### src/rtl/vec_elem_seq.sv
module vec_elem_seq #(
  parameter int IDX_W = 6,
  localparam int LEN_W = IDX_W + 1,
  localparam int OFF_W = IDX_W + 3
) (
  input  logic             clk,
  input  logic             rst_n,
  input  logic             issue_valid,
  output logic             issue_ready,
  input  logic             issue_is_mem,
  input  logic [LEN_W-1:0] issue_vl,
  input  logic [1:0]       issue_sew,
  input  logic             cfg_arith_resume,
  output logic             elem_valid,
  input  logic             elem_ready,
  output logic [IDX_W-1:0] elem_idx,
  output logic [OFF_W-1:0] elem_byte_off,
  input  logic             mem_fault,
  output logic             done,
  output logic             fault_trap,
  output logic             illegal_trap,
  input  logic             csr_we,
  input  logic [LEN_W-1:0] csr_wdata,
  output logic [LEN_W-1:0] csr_rdata
);

  typedef enum logic {S_IDLE, S_RUN} state_t;

  state_t           state_q;
  logic [IDX_W-1:0] cur_q;
  logic [LEN_W-1:0] vl_q;
  logic [LEN_W-1:0] start_q;
  logic [1:0]       sew_q;
  logic             mem_q;
  logic             done_q, fault_q, illegal_q;

  logic running, take, bad_arith, empty, fault_hit, step, last_elem;

  assign running     = (state_q == S_RUN);
  assign issue_ready = ~running & ~csr_we;
  assign take        = issue_valid & issue_ready;
  assign bad_arith   = ~issue_is_mem & (start_q != '0) & ~cfg_arith_resume;
  assign empty       = (start_q >= issue_vl);
  assign fault_hit   = running & mem_q & mem_fault;
  assign step        = running & elem_ready & ~fault_hit;
  assign last_elem   = ({1'b0, cur_q} == vl_q - 1'b1);

  assign elem_valid    = running;
  assign elem_idx      = cur_q;
  assign elem_byte_off = OFF_W'(cur_q) << sew_q;
  assign done          = done_q;
  assign fault_trap    = fault_q;
  assign illegal_trap  = illegal_q;
  assign csr_rdata     = start_q;

  always_ff @(posedge clk or negedge rst_n) begin
    if (!rst_n) begin
      state_q   <= S_IDLE;
      cur_q     <= '0;
      vl_q      <= '0;
      start_q   <= '0;
      sew_q     <= '0;
      mem_q     <= 1'b0;
      done_q    <= 1'b0;
      fault_q   <= 1'b0;
      illegal_q <= 1'b0;
    end else begin
      done_q    <= 1'b0;
      fault_q   <= 1'b0;
      illegal_q <= 1'b0;
      if (!running) begin
        if (csr_we) begin
          start_q <= csr_wdata;
        end else if (take) begin
          if (bad_arith) begin
            illegal_q <= 1'b1;
          end else if (empty) begin
            done_q  <= 1'b1;
            start_q <= '0;
          end else begin
            state_q <= S_RUN;
            cur_q   <= start_q[IDX_W-1:0];
            vl_q    <= issue_vl;
            sew_q   <= issue_sew;
            mem_q   <= issue_is_mem;
          end
        end
      end else if (fault_hit) begin
        start_q <= {1'b0, cur_q};
        fault_q <= 1'b1;
        state_q <= S_IDLE;
      end else if (step) begin
        if (last_elem) begin
          done_q  <= 1'b1;
          start_q <= '0;
          state_q <= S_IDLE;
        end else begin
          cur_q <= cur_q + 1'b1;
        end
      end
    end
  end

endmodule

### config.mk
export PLATFORM = sky130hd
export DESIGN_NAME = vec_elem_seq
export DESIGN_NICKNAME = d
export VERILOG_FILES = /design/src/rtl/vec_elem_seq.sv
export SDC_FILE = /design/constraint.sdc
export NUM_CORES = 1
export LEC_CHECK = 0
export BUFFER_PORTS_ARGS = -buffer_cell sky130_fd_sc_hd__buf_2
export CAP_MARGIN = 0
export CORE_ASPECT_RATIO = 0.9
export CORE_MARGIN = 3
export CORE_UTILIZATION = 45
export CTS_CLUSTER_DIAMETER = 150
export DETAILED_ROUTE_END_ITERATION = 10
export PLACE_DENSITY = 0.7
export SYNTH_ARGS = -nofsm -noshare
export SYNTH_HDL_FRONTEND = slang
export SYNTH_SLANG_ARGS = --single-unit
### constraint.sdc
create_clock -name clk -period 2.8 [get_ports clk]
set_input_delay 0.84 -clock clk [delete_from_list [all_inputs] [get_ports clk]]
set_output_delay 0.84 -clock clk [all_outputs]
set_load 0.03 [all_outputs]
Yosys cells after proc, flatten, opt, wreduce, memory -nomap -nowiden
Index checks and enable logic that the tools add are counted.

cells by class
  $add $sub $neg = 2
  order comparisons = 1
  eq/ne operators = 10
  shift operators = 1
  mux-type cells = 38
  bitwise logic cells = 15
  reductions and logical operators = 7

operator list
  kind                   count
  $mux W7                8
  $mux W6                8
  $mux W1                22
  $reduce_and A5 Y1      2
  $shl A6 B2 Y9          1
  $and A1 B1 Y1          8
  $ne A2 B2 Y1 const B   4
  $eq A6 B7 Y1           1
  $ge A7 B7 Y1           1
  $not A1 Y1             7
  $reduce_and A7 Y1      1
  $reduce_bool A7 Y1     1
  $sub A7 B1 Y7 const B  1
  $add A6 B1 Y6 const B  1
  $ne A3 B1 Y1 const B   2
  $reduce_bool A3 Y1     2
  $ne A2 B1 Y1 const B   2
  $ne A3 B3 Y1 const B   1
  $reduce_bool A2 Y1     1

word-level totals
  register bits = 27
  input port bits = 24

Logic depth before layout (Yosys ltp)
Gate-level depths: netlist of run 1.

  depth after elaboration = 7
  mapped depth = 10

Worst setup path after synthesis of run 1
Ideal clock, no wire load.

  path kind = input port to flip-flop
  from = input port issue_vl[6]
  to = register vl_q[4]
  data arrival time = 2412 ps
  slack = 311 ps
  stages on the path = 9
  buffers on the path = 2
  cells stage by stage = inv_1 -> ha_1 -> nand4_1 -> o31ai_1 -> or2_2 -> clkbuf_1 -> clkbuf_1 -> nand2_1 -> o21ai_1

between the ends
  longest elaborated chain between the ends = 3

RTL lines
  what                                RTL line  source
  start: declaration                  11        input logic [LEN_W-1:0] issue_vl,
  $ge A7 B7 Y1                        43        assign empty = (start_q >= issue_vl);
  $not A1 Y1 (no source line)         --
  $reduce_and A5 Y1 (no source line)  --
  end signal: assignment              83        vl_q <= issue_vl;
  end: declaration                    31        logic [LEN_W-1:0] vl_q;

Every way passes these cells.
A chain may end at the register's enable or synchronous reset.

Final worst setup path of run 1
  from = register vl_q[1]
  to = register cur_q[1] (netlist: elem_idx[1])

between the ends
  longest elaborated chain between the ends = 4

RTL lines
  what                                RTL line  source
  $sub A7 B1 Y7                       46        assign last_elem = ({1'b0, cur_q} == vl_q - 1'b1);
  $eq A6 B7 Y1                        46
  $ne A2 B2 Y1 (no source line)       --
  $reduce_and A7 Y1 (no source line)  --
  end signal: assignment              82        cur_q <= start_q[IDX_W-1:0];
  end signal: assignment              98        cur_q <= cur_q + 1'b1;
  end: declaration                    30        logic [IDX_W-1:0] cur_q;

Every way passes these cells.

==> flow_summary.ini, run 1 <==
[finish]
mostFrequentLayoutCells = buf_2, dfrtp_1, nand2_1
fin_util = 0.569
mostFrequentLayoutCell = buf_2
antennaDiodeCount = 0
final_nets = 287
drive_above_1_share = 0.285
syn2layout_area_growth_pct = 19.4
fill_cells = 346

[timing]
setup_viol = 0
relSlewSlack = 0.586
fin_setup_tns_ns = 0
skew_ns = 0.00526
whs_ns = 0.505
finalHoldViolations = 0
post-route-min-period_ns = 2.59
fmax_mhz = 386
finalCritPeriodShare = 0.926
rsz0062_at_grt = no
tightestPinTransition_ns = 0.620
slew_violations = 0

[critical_path]
worstPathRequired_ns = 2.97
arrival_ns = 2.76
critical_path.max_fanout = 8
end_kind = register
crit_type = reg2reg
start_kind = register

[floorplanning]
dieWidth_um = 73.0
core_mm2 = 0.00381
start_util = 0.477
die_area_mm2 = 0.00483
fp-row-count = 21
die_h_um = 66.3
boundaryPins = 51

[synthesis]
ys_seq_area_frac = 0.372
async_flop_share = 1.00
synth_top_cell_area_share = 0.372
ys_ff_latch = 27
synth_cells = 205
synth_edf_count = 0
yosys-top-cells-area = dfrtp_1, ha_1, nand2_1, a22o_1, mux2i_1
synth_fp_nets = 238
synth_warnings = 0
synth_top_flop_cell = dfrtp_1
synth_area_leader_cell = dfrtp_1
synth.avg_cell_area_um2 = 8.86
yosys.cell_types.count = 50
netlist_area_mm2 = 0.00182

[detailed_routing]
drc_errors = 0
first_pass_iters = 4
dr_total_vias = 1665
antenna_left = 0
drt-vias-per-instance = 5.57
totalWireLength_um = 4360
wl_per_cell_um = 14.6
drtIter0Drc = 79

[cts]
clockBufferDepth = 2
cts_tree = done
cts.reportedPaths.clkPinSlew_ns = 0.09
ctsHoldBuffers = 0
postCtsSetupRepairBufs = 0
cts_root_buf = clkbuf_8
numCtsBuffers = 3
h-tree-depth = 1
cts.sinks = 27
clkLatencyLatePin_ns = 0.28
cts_resized = 0

[power]
total_leakage_power_nw = 1.13
p_per_area_mw_per_mm2 = 1270
ir_drop_mv = 0.590

[global_routing]
grt_usage = 0.194
grt_max_degree = 28
grt_overflow = 0
grt_pass1_vias = 1550
grt_pass1_wl_um = 7250
antenna_found_initial = 0

[status]
outcome = complete, no violations

[place]
place_congestion = 0.797
place_hpwl_um = 3350
portBuffers = 50

[run]
cap_violations = 0

[worst_hold_path]
hold_class = reg2reg
[worst paths after layout]
path,cells after the start,from,slack (ns),endpoint
max,7,vl_q[1],0.21,elem_idx[1]
min,2,mem_q,0.51,mem_q
max reg2reg,7,vl_q[1],0.21,elem_idx[1]
min reg2reg,2,mem_q,0.51,mem_q
max in group asynchronous,1,rst_n,1.83,csr_rdata[0]
min in group asynchronous,1,rst_n,0.56,vl_q[6]
[where the power goes]
group          switching (mW)  internal [mW]  leakage [nW]
Sequential              0.286          0.554         0.340
Clock                   0.129          0.102        0.0228
Combinational           0.990          0.686         0.768
[cell type report]
type	instances	area (um2)	share of cell area
multi-input combinational	153	1040	0.479
inverter	11	41.3	0.0190
sequential	27	676	0.312
clock buffer	4	45.0	0.0208
timing repair buffer	58	310	0.143
tap	46	57.6	0.0265
[registers in the layout (all words and copies together), names as in the netlist]
| name | flops |
|---|---|
| csr_rdata | 7 |
| vl_q | 7 |
| elem_idx | 6 |
| sew_q | 2 |
| done | 1 |
| elem_valid | 1 |
| fault_trap | 1 |
| illegal_trap | 1 |
| mem_q | 1 |
[worst max-delay path: stages (launching register included)]
cell and delay (ns):
dfrtp_1 0.45, inv_1 0.08, ha_1 0.24, or3_1 0.40, a311oi_2 0.47, a31oi_2 0.29
nor2_2 0.24, mux2_4 0.31
[per-stage QoR]
stage | std cells | instance area, um2 | total power, mW | setup WS (ns)
3_5_place_dp | 295 | 2120 | 2.53 | 0.117
4_1_cts | 299 | 2170 | 2.76 | 0.229
6_report | 299 | 2170 | 2.75 | 0.207
2_1_floorplan | 205 | 1820 | 2.07 | 0.311
5_1_grt | 299 | 2170 | 2.98 | 0.0174
3_3_place_gp | 295 | 2120 | 2.52 | 0.148
[cells in the mapped netlist (3+ instances only)]
library cell,n
dfrtp_1,27
nand2_1,26
nor2_1,13
inv_1,11
ha_1,9
clkbuf_1,8
a21oi_1,7
a22o_1,7
nand3_1,7
o21ai_1,7
a21o_1,6
buf_2,6
mux2i_1,6
nor3_1,6
o21ai_0,6
nor2b_1,4
and3_1,3
xnor2_1,3
[kinds of logic (layout without fill, tap and decap cells)]
kind of cell,count (synthesis),count (layout),share of synthesized area
compound gates,50,50,0.196
xor+xnor,5,5,0.0241
fa+ha+maj,9,9,0.0620
buf+inv,25,73,0.0558
flops,27,27,0.372
mux,10,10,0.0620
simple gates,79,79,0.227
[per-layer routing]
layer,vias up,wire length [um],GRT usage,part of all wire
met2,49,1900,0.301,0.44
met3,5,261,0.0289,0.060
li1,828,-,-,-
met1,783,2150,0.279,0.49
met5,-,0,0,0
met4,0,46,0.0553,0.011
Note: power is estimated with default switching activity, not from simulation.
==> inputs of run 2 (changes only) <==
Settings changed: ABC_AREA from default to 1.
==> run 2 against run 1 <==
Effect of this change: synthesized area increased by 5.4%; sequential share of layout area decreased by 0.89 points; non-clock buffer count decreased by 6; routed wire length increased by 10%; setup slack improved by 0.23 ns; critical path type is now reg2out; largest cell class unchanged.
==> flow_summary.ini, run 2 <==
[detailed_routing]
dr_total_vias = 1892
wl_per_cell_um = 12.9
drc_errors = 0
totalWireLength_um = 4800
drtIter0Drc = 118
first_pass_iters = 4
drt-vias-per-instance = 5.09
antenna_left = 0

[floorplanning]
dieWidth_um = 74.7
core_mm2 = 0.00389
fp-row-count = 21
start_util = 0.492
die_h_um = 67.9
die_area_mm2 = 0.00507
boundaryPins = 51

[timing]
tightestPinTransition_ns = 0.606
finalCritPeriodShare = 0.844
setup_viol = 0
fin_ws_ns = 0.436
fin_setup_tns_ns = 0
relSlewSlack = 0.596
slew_violations = 0
rsz0062_at_grt = no
post-route-min-period_ns = 2.36
finalHoldViolations = 0
skew_ns = 0.00424
whs_ns = 0.494
fmax_mhz = 423

[synthesis]
synth_edf_count = 0
ys_top_cells_by_count = nand2_1, dfrtp_1, inv_1
yosys.cell_types.count = 30
netlist_area_mm2 = 0.00191
synth_top_flop_cell = dfrtp_1
synth.most_common_cell = nand2_1
yosys-top-cells-area = dfrtp_1, nand2_1, ha_1, inv_1, nand3_1
synth_cells = 278
synth_warnings = 0
synth_area_leader_cell = dfrtp_1
synth_fp_nets = 311
ys_ff_latch = 27
async_flop_share = 1.00
synth_top_cell_area_share = 0.353
ys_seq_area_frac = 0.353
synth.avg_cell_area_um2 = 6.88

[critical_path]
worstPathRequired_ns = 1.96
critical_path.max_fanout = 8
end_kind = output port
arrival_ns = 1.52
crit_type = reg2out
start_kind = register

[place]
place_hpwl_um = 3760
dpl-instance-area_mm2 = 0.00219
post-place-ws_ns = 0.433
place_congestion = 0.823
portBuffers = 50

[global_routing]
grt-busiest-layer = met2
grt_usage = 0.203
grt_max_degree = 28
antenna_found_initial = 0
groute.layer.met2.usage = 0.322
grt_pass1_vias = 1636
grt_pass1_wl_um = 7880
grt_use_met3 = 0.0308
grt_overflow = 0
met1_usage = 0.297

[cts]
clkLatencyLatePin_ns = 0.27
h-tree-depth = 1
clockBufferDepth = 2
cts_root_buf = clkbuf_8
cts_resized = 0
postCtsSetupRepairBufs = 0
cts.sinks = 27
cts.reportedPaths.clkPinSlew_ns = 0.09
ctsHoldBuffers = 0
numCtsBuffers = 3
cts_tree = done

[finish]
fin_area_mm2 = 0.00223
final_nets = 360
antennaDiodeCount = 0
drive_above_1_share = 0.230
syn2layout_area_growth_pct = 16.7
mostFrequentLayoutCells = nand2_1, buf_2, dfrtp_1
mostFrequentLayoutCell = nand2_1

[power]
total_leakage_power_nw = 1.26
p_per_area_mw_per_mm2 = 1190
ir_drop_mv = 0.619
power.total_mw = 2.67

[status]
outcome = complete, no violations

[run]
cap_violations = 0

[worst_hold_path]
hold_class = reg2reg
-- run 2: routing by layer --
metal  routed length [um]  part of all wire  up-vias
met5                    0                 0        -
met4                   44            0.0092        0
met3                  267             0.056        4
met2                 2110              0.44       68
met1                 2380              0.49      846
li1                     -                 -      974
-- run 2: area by class of cell --
class | count | area [um2]
Clock buffer | 4 | 45.0
Fill cell | 386 | 1660
Inverter | 32 | 120
Multi-Input combinational cell | 211 | 1070
Sequential cell | 27 | 676
Tap cell | 46 | 57.6
Timing Repair Buffer | 52 | 265
-- run 2: worst paths after layout --
path / slack [ns] / depth (start not counted) / from / end
setup / recovery: 0.44 / 5 / elem_idx[3] / elem_byte_off[5]
hold / removal: 0.49 / 2 / mem_q / mem_q
setup reg to reg: 0.89 / 13 / vl_q[0] / elem_idx[4]
hold reg to reg: 0.49 / 2 / mem_q / mem_q
max in group asynchronous: 1.83 / 1 / rst_n / vl_q[5]
min in group asynchronous: 0.56 / 1 / rst_n / sew_q[0]
-- run 2: power by group --
part	leakage [nW]	internal [mW]	switching (mW)
clock	0.0228	0.102	0.120
combinational	0.905	0.531	1.05
sequential	0.331	0.555	0.303
-- run 2: logic make-up after synthesis --
group           synth area share
simple gates               0.368
buf+inv                   0.0883
compound gates            0.0948
flops                      0.353
fa+ha+maj                 0.0589
xor+xnor                  0.0320
mux                      0.00523
-- run 2: stage by stage --
step	util	cells
5_1_grt	0.574	372
2_1_floorplan	-	278
3_5_place_dp	0.562	368
4_1_cts	0.574	372
3_3_place_gp	0.562	368
6_report	0.574	372
-- run 2: critical path: stages (launching register included) --
cell and delay [ns]:
dfrtp_1 0.54, inv_2 0.12, o21ai_0 0.22, nand2_1 0.07, o21ai_0 0.07, buf_2 0.22
==> inputs of run 3 (changes only) <==
Settings changed: PLACE_DENSITY 0.7 to 0.73.
Clock period 2.8 ns to 2 ns, I/O delays scaled along.
==> run 3 against run 2 <==
Effect of this change: hold slack worse by 0.16 ns; final cell count up 4.8%; via count up 4.3%; non-clock buffer count is 18 higher; sequential share of layout area fell by 1.9 points; clock power is 45% higher; utilization rose by 4.1 points; critical path type unchanged; largest cell class unchanged; largest power group unchanged.
==> flow_summary.ini, run 3 (same netlist as run 2, synthesis figures left out) <==
[status]
outcome = complete, no violations

[critical_path]
critical_path.max_fanout = 6
worstPathRequired_ns = 1.40
rr_endpoint = elem_idx[1]
crit_type = reg2out
slowest_delay_ns = 0.51
timing.critical_path.cells = inv_1 > nor3_2 > buf_2
r2r_start = csr_rdata[6]
reg2regPathDepth = 9
reg2reg_slack_ns = 0.17
end_kind = output port
start_kind = register
startpoint = elem_idx[5]
arrival_ns = 1.30
cp_slowest_cell = dfrtp_1

[floorplanning]
boundaryPins = 51
fp-row-count = 21
dieWidth_um = 74.7
core_mm2 = 0.00389
die_h_um = 67.9
start_util = 0.492
die_area_mm2 = 0.00507

[global_routing]
antenna_found_initial = 0
grt_overflow = 0
grt-busiest-layer = met1
groute.layer.met2.usage = 0.319
grt_max_degree = 28
grt_usage = 0.215
grt_pass1_vias = 1664
grt_use_met3 = 0.0323
grt_pass1_wl_um = 8320
met1_usage = 0.336

[cts]
clkLatencyLatePin_ns = 0.28
h-tree-depth = 1
numCtsBuffers = 3
cts_tree = done
cts.sinks = 27
cts_root_buf = clkbuf_8
postCtsSetupRepairBufs = 0
clockBufferDepth = 2
cts.reportedPaths.clkPinSlew_ns = 0.10
ctsHoldBuffers = 0

[detailed_routing]
dr_total_vias = 1973
drt-vias-per-instance = 5.06
wl_per_cell_um = 13.1
totalWireLength_um = 5090
drtIter0Drc = 148
antenna_left = 0
drc_errors = 0
first_pass_iters = 4

[finish]
fin_area_mm2 = 0.00239
syn2layout_area_growth_pct = 25.0
mostFrequentLayoutCells = nand2_1, buf_2, dfrtp_1
drive_above_1_share = 0.291
final_nets = 378
antennaDiodeCount = 0
fin_util = 0.615
mostFrequentLayoutCell = nand2_1

[place]
place_congestion = 0.869
portBuffers = 50
dpl-instance-area_mm2 = 0.00233
post-place-ws_ns = -0.126
place_hpwl_um = 4100

[power]
power.total_mw = 4.03
ir_drop_mv = 0.680
p_per_area_mw_per_mm2 = 1680
total_leakage_power_nw = 1.35

[timing]
skew_ns = 0.0140
fin_ws_ns = 0.105
whs_ns = 0.331
rsz0062_at_grt = no
tightestPinTransition_ns = 0.633
relSlewSlack = 0.578
post-route-min-period_ns = 1.90
finalHoldViolations = 0
fmax_mhz = 528
slew_violations = 0
setup_viol = 0
finalCritPeriodShare = 0.948

[worst_hold_path]
hold_class = in2async

[run]
cap_violations = 0
[run 3: cell types whose count changed in the layout (fill, tap and decap cells not counted), moves of 2 or more]
| cell | change |
|---|---|
| buf_4 | +19 |
| dfrtp_1 | -2 |
| dfrtp_2 | +2 |
| o21ai_0 | -7 |
| o21ai_1 | +6 |
[run 3: layout make-up]
class	instances	area, um2
Timing Repair Buffer	70	403
Clock buffer	3	41.3
Tap cell	46	57.6
Sequential cell	27	678
Clock inverter	1	7.51
Inverter	32	120
Multi-Input combinational cell	211	1080
Fill cell	382	1500
[run 3: per-stage QoR]
step | TNS, ns | std cells
6_report | 0 | 390
5_1_grt | 0 | 390
4_1_cts | 0 | 390
3_5_place_dp | -1.36 | 386
3_3_place_gp | -0.344 | 386
2_1_floorplan | 0 | 278
[run 3: where the power goes]
group / internal [mW] / total, mW / leakage (nW) / switching [mW]
Combinational: 0.931 / 2.63 / 0.997 / 1.69
Clock: 0.142 / 0.321 / 0.0217 / 0.179
Sequential: 0.783 / 1.08 / 0.329 / 0.298
[run 3: timing repair]
item	4_1_cts	5_1_grt
pin swaps	0	0
endpoints found under the setup margin	2	16
gates resized for setup	1	10
[run 3: worst max-delay path by stage]
stage	end	slack, ns	cells past startpoint
floorplan	elem_byte_off[4]	0.02	3
finish	elem_byte_off[8]	0.10	3
CTS	elem_byte_off[3]	0.03	5
detailed placement	elem_idx[1]	-0.13	11
global placement	elem_idx[0]	-0.05	11
global route	csr_rdata[2]	0.002	13
[run 3: metal layers]
metal	share of wire	up-vias
met3	0.070	2
met1	0.50	888
met4	0.0053	0
li1	-	1008
met5	0	-
met2	0.43	75
[run 3: worst max-delay path, delay by kind of cell (launching register included)]
family,cells,cell delay (ns)
flops,1,0.51
buf+inv,2,0.33
simple gates,1,0.17
